==> src/rtl/ide_cfg_pkg.sv <==
package ide_cfg_pkg;
  localparam int N_DRIVES = 2;
  localparam int ADDR_W   = 3;

  localparam logic [ADDR_W-1:0] OFS_RD_TIM = 3'd0;
  localparam logic [ADDR_W-1:0] OFS_WR_TIM = 3'd1;
  localparam logic [ADDR_W-1:0] OFS_CTRL   = 3'd3;
  localparam logic [ADDR_W-1:0] OFS_STRAP  = 3'd5;
  localparam logic [ADDR_W-1:0] OFS_MISC   = 3'd6;

  localparam logic [7:0] CTRL_ON   = 8'h95;
  localparam logic [7:0] CTRL_OFF  = 8'h11;
  localparam logic [7:0] MISC_MASK = 8'h7F;

  typedef enum logic [1:0] {
    SQ_IDLE = 2'd0,
    SQ_ONE  = 2'd1,
    SQ_TWO  = 2'd2,
    SQ_OPEN = 2'd3
  } seq_state_e;
endpackage

==> src/rtl/ide_unlock_fsm.sv <==
module ide_unlock_fsm
  import ide_cfg_pkg::*;
#(
  parameter logic [ADDR_W-1:0] PROBE_ADDR = 3'd1,
  parameter logic [ADDR_W-1:0] KEY_ADDR   = 3'd2,
  parameter logic [7:0]        UNLOCK_KEY = 8'h03,
  parameter logic [7:0]        RELOCK_KEY = 8'h83
) (
  input  logic              clk_i,
  input  logic              rst_ni,
  input  logic              valid_i,
  input  logic [ADDR_W-1:0] addr_i,
  input  logic              we_i,
  input  logic              wide_i,
  input  logic [7:0]        wdata_i,
  output logic              unlocked_o
);
  seq_state_e state_q, state_d;

  logic probe_rd, key_wr, relock_wr;
  assign probe_rd  = !we_i && wide_i && (addr_i == PROBE_ADDR);
  assign key_wr    = we_i && !wide_i && (addr_i == KEY_ADDR) && (wdata_i == UNLOCK_KEY);
  assign relock_wr = we_i && !wide_i && (addr_i == KEY_ADDR) && (wdata_i == RELOCK_KEY);

  always_comb begin
    state_d = state_q;
    if (valid_i) begin
      unique case (state_q)
        SQ_IDLE: state_d = probe_rd ? SQ_ONE  : SQ_IDLE;
        SQ_ONE:  state_d = probe_rd ? SQ_TWO  : SQ_IDLE;
        SQ_TWO:  state_d = key_wr   ? SQ_OPEN : SQ_IDLE;
        SQ_OPEN: state_d = relock_wr ? SQ_IDLE : SQ_OPEN;
        default: state_d = SQ_IDLE;
      endcase
    end
  end

  always_ff @(posedge clk_i or negedge rst_ni) begin
    if (!rst_ni) state_q <= SQ_IDLE;
    else         state_q <= state_d;
  end

  assign unlocked_o = (state_q == SQ_OPEN);

  a_r2_open_needs_key: assert property (@(posedge clk_i) disable iff (!rst_ni)
    $rose(unlocked_o) |-> $past(valid_i && we_i && !wide_i && addr_i == KEY_ADDR
                                && wdata_i == UNLOCK_KEY));
  a_r5_relock: assert property (@(posedge clk_i) disable iff (!rst_ni)
    (unlocked_o && valid_i && we_i && !wide_i && addr_i == KEY_ADDR
     && wdata_i == RELOCK_KEY) |=> !unlocked_o);
  a_r3_idle_stays_locked: assert property (@(posedge clk_i) disable iff (!rst_ni)
    (!unlocked_o && !valid_i) |=> !unlocked_o);
endmodule

==> src/rtl/ide_tim_bank.sv <==
module ide_tim_bank (
  input  logic       clk_i,
  input  logic       rst_ni,
  input  logic       rd_we_i,
  input  logic       wr_we_i,
  input  logic [7:0] wdata_i,
  output logic [7:0] rd_tim_o,
  output logic [7:0] wr_tim_o
);
  always_ff @(posedge clk_i or negedge rst_ni) begin
    if (!rst_ni) begin
      rd_tim_o <= '0;
      wr_tim_o <= '0;
    end else begin
      if (rd_we_i) rd_tim_o <= wdata_i;
      if (wr_we_i) wr_tim_o <= wdata_i;
    end
  end

  a_r7_rd_hold: assert property (@(posedge clk_i) disable iff (!rst_ni)
    !rd_we_i |=> $stable(rd_tim_o));
  a_r7_wr_hold: assert property (@(posedge clk_i) disable iff (!rst_ni)
    !wr_we_i |=> $stable(wr_tim_o));
endmodule

==> src/rtl/ide_cfg_regfile.sv <==
module ide_cfg_regfile
  import ide_cfg_pkg::*;
(
  input  logic                  clk_i,
  input  logic                  rst_ni,
  input  logic                  wr_en_i,
  input  logic [ADDR_W-1:0]     addr_i,
  input  logic [7:0]            wdata_i,
  input  logic                  strap_slow_i,
  output logic [7:0]            rdata_o,
  output logic                  chan_en_o,
  output logic [N_DRIVES*8-1:0] rd_tim_o,
  output logic [N_DRIVES*8-1:0] wr_tim_o,
  output logic [7:0]            misc_o
);
  localparam int SEL_W = $clog2(N_DRIVES);

  logic [7:0]       misc_q;
  logic             en_q;
  logic [SEL_W-1:0] sel;
  logic [7:0]       rd_tim [N_DRIVES];
  logic [7:0]       wr_tim [N_DRIVES];

  assign sel = misc_q[SEL_W-1:0];

  for (genvar d = 0; d < N_DRIVES; d++) begin : g_bank
    logic hit;
    assign hit = wr_en_i && (sel == SEL_W'(d));
    ide_tim_bank u_bank (
      .clk_i    (clk_i),
      .rst_ni   (rst_ni),
      .rd_we_i  (hit && addr_i == OFS_RD_TIM),
      .wr_we_i  (hit && addr_i == OFS_WR_TIM),
      .wdata_i  (wdata_i),
      .rd_tim_o (rd_tim[d]),
      .wr_tim_o (wr_tim[d])
    );
    assign rd_tim_o[d*8 +: 8] = rd_tim[d];
    assign wr_tim_o[d*8 +: 8] = wr_tim[d];
  end

  always_ff @(posedge clk_i or negedge rst_ni) begin
    if (!rst_ni) begin
      misc_q <= '0;
      en_q   <= 1'b0;
    end else if (wr_en_i) begin
      if (addr_i == OFS_MISC) misc_q <= wdata_i & MISC_MASK;
      if (addr_i == OFS_CTRL) begin
        if (wdata_i == CTRL_ON)       en_q <= 1'b1;
        else if (wdata_i == CTRL_OFF) en_q <= 1'b0;
      end
    end
  end

  always_comb begin
    unique case (addr_i)
      OFS_RD_TIM: rdata_o = rd_tim[sel];
      OFS_WR_TIM: rdata_o = wr_tim[sel];
      OFS_CTRL:   rdata_o = en_q ? CTRL_ON : CTRL_OFF;
      OFS_STRAP:  rdata_o = {7'b0, strap_slow_i};
      OFS_MISC:   rdata_o = misc_q;
      default:    rdata_o = 8'h00;
    endcase
  end

  assign chan_en_o = en_q;
  assign misc_o    = misc_q;

  a_r10_bit7_clear: assert property (@(posedge clk_i) disable iff (!rst_ni)
    !misc_o[7]);
  a_r8_ctrl_hold: assert property (@(posedge clk_i) disable iff (!rst_ni)
    !(wr_en_i && addr_i == OFS_CTRL) |=> $stable(chan_en_o));
  a_r7_other_bank: assert property (@(posedge clk_i) disable iff (!rst_ni)
    (wr_en_i && addr_i == OFS_RD_TIM && !misc_o[0]) |=> $stable(rd_tim_o[15:8]));
endmodule

==> src/rtl/ide_cfg_unlock.sv <==
module ide_cfg_unlock
  import ide_cfg_pkg::*;
#(
  parameter logic [7:0] UNLOCK_KEY = 8'h03,
  parameter logic [7:0] RELOCK_KEY = 8'h83
) (
  input  logic                  clk_i,
  input  logic                  rst_ni,
  input  logic                  bus_valid_i,
  input  logic [ADDR_W-1:0]     bus_addr_i,
  input  logic                  bus_we_i,
  input  logic                  bus_wide_i,
  input  logic [7:0]            bus_wdata_i,
  input  logic [15:0]           tf_rdata_i,
  input  logic                  strap_slow_i,
  output logic [15:0]           rdata_o,
  output logic                  cfg_hit_o,
  output logic                  unlocked_o,
  output logic                  chan_en_o,
  output logic [N_DRIVES*8-1:0] rd_tim_o,
  output logic [N_DRIVES*8-1:0] wr_tim_o,
  output logic                  drv_sel_o,
  output logic [2:0]            delay_o,
  output logic [1:0]            setup_o,
  output logic                  prefetch_o
);
  logic [7:0] cfg_rdata, misc;

  ide_unlock_fsm #(
    .UNLOCK_KEY (UNLOCK_KEY),
    .RELOCK_KEY (RELOCK_KEY)
  ) u_fsm (
    .clk_i      (clk_i),
    .rst_ni     (rst_ni),
    .valid_i    (bus_valid_i),
    .addr_i     (bus_addr_i),
    .we_i       (bus_we_i),
    .wide_i     (bus_wide_i),
    .wdata_i    (bus_wdata_i),
    .unlocked_o (unlocked_o)
  );

  assign cfg_hit_o = bus_valid_i && unlocked_o && !bus_wide_i;

  ide_cfg_regfile u_regs (
    .clk_i        (clk_i),
    .rst_ni       (rst_ni),
    .wr_en_i      (cfg_hit_o && bus_we_i),
    .addr_i       (bus_addr_i),
    .wdata_i      (bus_wdata_i),
    .strap_slow_i (strap_slow_i),
    .rdata_o      (cfg_rdata),
    .chan_en_o    (chan_en_o),
    .rd_tim_o     (rd_tim_o),
    .wr_tim_o     (wr_tim_o),
    .misc_o       (misc)
  );

  assign rdata_o    = cfg_hit_o ? {8'h00, cfg_rdata} : tf_rdata_i;
  assign drv_sel_o  = misc[0];
  assign delay_o    = misc[3:1];
  assign setup_o    = misc[5:4];
  assign prefetch_o = misc[6];

  a_r4_wide_passes: assert property (@(posedge clk_i) disable iff (!rst_ni)
    (bus_valid_i && bus_wide_i) |-> (rdata_o == tf_rdata_i));
  a_r3_locked_passes: assert property (@(posedge clk_i) disable iff (!rst_ni)
    !unlocked_o |-> (rdata_o == tf_rdata_i));
endmodule

==> config.mk <==
export PLATFORM = sky130hd
export DESIGN_NAME = ide_cfg_unlock
export DESIGN_NICKNAME = d
export VERILOG_FILES = /design/src/rtl/ide_cfg_pkg.sv /design/src/rtl/ide_unlock_fsm.sv /design/src/rtl/ide_tim_bank.sv /design/src/rtl/ide_cfg_regfile.sv /design/src/rtl/ide_cfg_unlock.sv
export SDC_FILE = /design/constraint.sdc
export NUM_CORES = 1
export LEC_CHECK = 0
export BUFFER_PORTS_ARGS = -buffer_cell sky130_fd_sc_hd__buf_4
export CORE_ASPECT_RATIO = 1.5
export CORE_MARGIN = 2
export CORE_UTILIZATION = 45
export CTS_CLUSTER_DIAMETER = 60
export DETAILED_ROUTE_END_ITERATION = 16
export GPL_TIMING_DRIVEN = 0
export PLACE_DENSITY = 0.72
export SLEW_MARGIN = 5
export SYNTH_ARGS = -nofsm -noshare
export SYNTH_HDL_FRONTEND = slang
export SYNTH_SLANG_ARGS = --single-unit
export TNS_END_PERCENT = 5
==> constraint.sdc <==
create_clock -name clk_i -period 2.1 [get_ports clk_i]
set_clock_uncertainty 0.05 [all_clocks]
set_input_delay 0.315 -clock clk_i [delete_from_list [all_inputs] [get_ports clk_i]]
set_output_delay 0.315 -clock clk_i [all_outputs]
set_load 0.05 [all_outputs]
# Word-level counts from Yosys, hierarchy flattened
# Cells that the tools add are included.
# word_totals
input_bits,33
out_inout_bits,58
latch_bits,0
regBits,42
mem_bits_rw,0
mem_count,0
rom_bits,0
elab_cells,60
# op_classes
n_reduce_logical,22
multipliers,0
n_div,0
magnitude_cmp,1
n_mux,16
eq_ne,12
addsub,0
shift,0
bitwise_logic,2
# ops
op,n
8-bit 2-to-1 mux,7
8-bit case mux with 5 select lines,1
"8-bit equality test, second input constant",2
16-bit 2-to-1 mux,1
1-bit logical AND,15
"8-bit by 2-bit equality test with 1-bit output, second input constant",1
"8-bit by 5-bit equality test with 1-bit output, second input constant",1
2-bit case mux with 4 select lines,1
"3-bit by 2-bit equality test with 1-bit output, second input constant",2
"3-bit equality test, second input constant",2
2-bit 2-to-1 mux,3
"2-bit equality test, second input constant",2
"3-bit by 1-bit equality test with 1-bit output, second input constant",1
3-bit zero test,1
1-bit 2-to-1 mux,3
3-bit AND reduction,1
"2-bit by 1-bit equality test with 1-bit output, second input constant",1
"2-bit greater-or-equal comparator, second input constant",1
1-bit zero test,2
2-bit zero test,1
1-bit NOT with 2-bit output,1
2-bit AND reduction,1
2-bit nonzero test,1
1-bit NOT,1

# Depth between registers and ports, before layout
# logic_depth
word_depth,6
mapped_depth,6
mapped_depth_nobuf,5

# Cells and area by module
# Synthesis repeated with hierarchy kept, for this count alone.
# unflattened
cells_unflattened,179
hier_area_um2,2444.8
# by_module_without_submodules
mod,area_per_inst_um2,seq_area_each_um2,cells_per_inst,instances
ide_tim_bank,663.1,400.4,34,2
ide_cfg_regfile,764.5,200.2,72,1
ide_cfg_unlock,182.7,0.0,21,1
ide_unlock_fsm,171.4,50.0,18,1

# Worst setup path before layout
# Ideal clock, no wire load.
# synth_path
path_kind,register -> output
from,register u_regs.misc_q[0] (netlist: u_regs.misc_o[0])
to,output rdata_o[2]
t_required_ns,1.735
path_buffers,2
path_slack_ns,-0.995
t_arrival_ns,2.730
path_stages_with_launch,7
path_cell_list,dfrtp_1 > buf_2 > buf_2 > mux2i_1 > o22ai_1 > a21oi_1 > o31ai_1
# synth_via
elab_chain_len,6
word_cells_on_any_way,9
cone_classes,mux (8); bitwise (1)
# synth_lines
item,line,text
"start, declared",ide_cfg_regfile.sv:18,logic [7:0] misc_q;
"start signal, assigned",ide_cfg_regfile.sv:47,if (addr_i == OFS_MISC) misc_q <= wdata_i & MISC_MASK;
1-bit NOT with 2-bit output (implied by the code) *,"ide_cfg_regfile.sv:57, ide_cfg_regfile.sv:58",
"8-bit 2-to-1 mux, on equally long branches (3 in a row)","ide_cfg_regfile.sv:58, ide_cfg_regfile.sv:57",
8-bit case mux with 5 select lines *,ide_cfg_regfile.sv:56,unique case (addr_i)
16-bit 2-to-1 mux *,ide_cfg_unlock.sv:59,"assign rdata_o = cfg_hit_o ? {8'h00, cfg_rdata} : tf_rdata_i;"
"end, declared",ide_cfg_unlock.sv:16,"output logic [15:0] rdata_o,"
# Every way passes the cells marked *; elsewhere a longest branch is shown, timed or not. The select of a mux whose other input is x is not followed.

# Worst setup path after layout
# layout_path
from,register u_regs.misc_q[0] (netlist: u_regs.misc_o[0])
to,output rdata_o[6]
# The elaborated chain is that of the path after synthesis.

==> impl_metrics.json <==
{
  "outcome": "finished, violations left",
  "violations": "negative setup slack",
  "diodes": 0,
  "synth_edf_count": 0,
  "numCtsBuffers": 5,
  "numPortBuffers": 88,
  "clkPwrFrac_pct": 33.3,
  "cts.sinks": 42,
  "cts_max_path_buffers": 2,
  "gp_congestion": 0.784,
  "htreeDepth": 2,
  "critPathKind": "flop to primary output",
  "crit_path_end_kind": "primary output",
  "required_ns": 1.74,
  "synthDistinctLibCells": 40,
  "tightest_slew_ns": 0.612,
  "dp_hpwl_um": 4680,
  "dieArea_um2": 5600,
  "postRouteAntennaNets": 0,
  "synthTopCellsByArea": "dfrtp_1 (47%), mux2_2 (19%), mux2i_1 (6.7%)",
  "min_period_over_period_pct": 107,
  "p_sw_mw": 0.406,
  "drt_iter0_markers": 79,
  "critPathLaunchType": "flop",
  "synth_xor_area_share_pct": 0.389,
  "max_cap_violations": 0,
  "syn_avg_cell_area_um2": 11.7,
  "cp_max_fo": 4,
  "first_global_vias": 1935,
  "holdWs_ns": 0.241,
  "leakage_nw": 1.62,
  "fill_cells": 403,
  "pin_count": 91,
  "p_comb_share_pct": 15.2,
  "period_needed_ns": 2.25,
  "ys_warn_count": 0,
  "yosysSeqAreaShare_pct": 46.7,
  "finalHoldViolCount": 0,
  "synth_cells": 193,
  "grt_pass1_wl_um": 9670,
  "drc": 0,
  "vdd_ir_drop_max_v": 0.000443,
  "layout_setup_ws_ns": -0.152,
  "synth_compound_gate_area_share_pct": 10.5,
  "hold_class": "input port to flop",
  "layout.nets": 324,
  "num_vias": 1996,
  "synthFlopType": "dfrtp_1",
  "synth_nets": 226,
  "cts_tree": "built",
  "synth_top_cell_by_area": "dfrtp_1",
  "finalPower_mw": 1.57,
  "core_um2": 4810,
  "muxShareOfSynthArea_pct": 26.7,
  "clock-root-buffer": "clkbuf_8",
  "globalRoute.totalOverflow": 0,
  "drtPass1Iterations": 4,
  "drt_wl_total_um": 6360,
  "internal_power_mw": 1.16,
  "setup_viol": 14,
  "synth_fa_ha_area_share_pct": 0,
  "synth_top_area_share_pct": 46.7,
  "fp-row-count": 31,
  "slew_violations": 0,
  "synth_area_um2": 2250,
  "rsz0062_at_grt": "yes",
  "p_per_area_nw_per_um2": 474,
  "antenna_found_initial": 0,
  "utilization_pct": 68.9,
  "async_flop_share_pct": 100,
  "synth_top_family_by_area": "multiplexers",
  "grt_max_degree": 43,
  "tns_ns": -1.02,
  "place_area_um2": 3040,
  "ys_ff_latch": 42,
  "crit_arrival_ns": 1.89,
  "switching_share_pct": 25.9,
  "slew_headroom_pct": 59.1,
  "final_cell_area_um2": 3310,
  "clock_latency_ns": 0.29,
  "synth-simple-area-share_pct": 12.3,
  "drive_gt1_share_pct": 56.4,
  "post_drt_via_cell_ratio": 5.59,
  "start_util_pct": 46.8,
  "max_freq_ghz": 0.444,
  "wl_per_cell_um": 17.8,
  "clkSlewWorstSetupHoldPaths_ns": 0.08,
  "seq_power_share_pct": 51.5,
  "die_h_um": 90.6,
  "track_usage_pct": 23.4,
  "chipWidth_um": 61.7,
  "syn2layout_area_growth_pct": 47.1
}
==> synthesized netlist by cell type (2+ instances only) <==
library cell / count
buf_2: 5
a31o_2: 3
or3_1: 3
a22o_1: 5
nand4_1: 3
nor2_1: 3
a31oi_1: 2
o31ai_1: 4
nor3_1: 2
a21oi_1: 3
and2_1: 8
o22ai_1: 5
nand2b_1: 4
mux2i_1: 15
o21ai_0: 3
mux2_2: 38
nand2_1: 9
inv_1: 5
clkbuf_1: 7
nand3b_1: 2
nor2b_1: 2
nand4b_1: 2
or4b_1: 2
dfrtp_1: 42
==> registers in the layout, indices dropped and copies added, names as in the netlist <==
register and flops:
u_regs.misc_o 7, u_regs.chan_en_o 1, u_fsm.state_q 2, u_regs.g_bank.u_bank.wr_tim_o 16, u_regs.g_bank.u_bank.rd_tim_o 16
==> cells in the final DEF, fill, tap and decap left out, drive strengths merged, types with 2 or more instances in the layout <==
cell type / instances
buf: 97
dfrtp: 42
mux2: 38
mux2i: 15
clkbuf: 12
nand2: 9
and2: 8
inv: 5
o22ai: 5
a22o: 5
nand2b: 4
o31ai: 4
or3: 3
a31o: 3
o21ai: 3
nand4: 3
nor2: 3
a21oi: 3
or4b: 3
nand4b: 2
nor2b: 2
a31oi: 2
nand3b: 2
nor3: 2
==> power groups by stage <==
stage / sequential, mW / combinational (mW) / clock, mW
finish: 0.809 / 0.238 / 0.523
CTS: 0.809 / 0.240 / 0.539
global route: 0.809 / 0.256 / 0.562
detailed placement: 0.825 / 0.226 / 0
floorplan: 0.825 / 0.116 / 0
global placement: 0.825 / 0.223 / 0
==> worst paths after layout <==
check | start | to | slack (ns) | cells after the start
min in group asynchronous | rst_ni | u_regs.g_bank[1].u_bank.rd_tim_o[1]$_DFFE_PN0P_ | 0.50 | 2
max in group asynchronous | rst_ni | u_fsm.state_q[1]$_DFFE_PN0P_ | 1.12 | 2
worst min-delay path | bus_wdata_i[6] | u_regs.g_bank[0].u_bank.rd_tim_o[6]$_DFFE_PN0P_ | 0.24 | 2
worst min register to register | u_regs.g_bank[1].u_bank.rd_tim_o[7]$_DFFE_PN0P_ | u_regs.g_bank[1].u_bank.rd_tim_o[7]$_DFFE_PN0P_ | 0.49 | 1
worst max register to register | u_regs.misc_o[0]$_DFFE_PN0P_ | u_regs.g_bank[1].u_bank.wr_tim_o[5]$_DFFE_PN0P_ | 0.06 | 5
worst max-delay path | u_regs.misc_o[0]$_DFFE_PN0P_ | rdata_o[6] | -0.15 | 7
==> per-stage QoR <==
step / setup WS, ns / instances
after floorplan: -0.105 / 193
after global placement: -0.359 / 347
after detailed placement: -0.387 / 347
after CTS: -0.172 / 358
after global routing: -0.217 / 357
final: -0.152 / 357
==> kinds of logic after synthesis <==
group,Yosys count
multiplexers,54
buffers and inverters,19
AO/OA/AOI/OAI,32
AND/OR/NAND/NOR,45
flip-flops,42
XOR/XNOR,1
==> layout make-up <==
cell class | instances | area, um^2 | area share (%)
buffer | 11 | 95.1 | 2.87
clock buffer | 7 | 86.3 | 2.61
inverter | 6 | 22.5 | 0.680
multi-input combinational | 132 | 1200 | 36.1
sequential | 42 | 1050 | 31.8
tap | 66 | 82.6 | 2.49
timing repair buffer | 93 | 776 | 23.4
==> worst max-delay path: stages, from the launching register on <==
cell and delay [ns]:
dfrtp_2 0.45, buf_8 0.15, buf_12 0.12, mux2i_1 0.13, nor2_1 0.06, a311o_1 0.33
a22o_1 0.20, buf_6 0.15
==> layer usage <==
metal	track usage, %	part of all wire, %	vias up
li1	-	-	909
met1	27.2	37	1004
met2	40.8	55	74
met3	4.44	5.9	9
met4	8.33	1.5	0
met5	0	0	-
==> timing repair <==
action,4_1_cts,5_1_grt
pin swaps,8,2
hold buffers,1,0
cloned,1,0
resized for setup,31,1
endpoints found under the setup margin,23,26
hold endpoints to repair,42,0
setup buffers,3,0
Power figures use the tool's default switching activity.
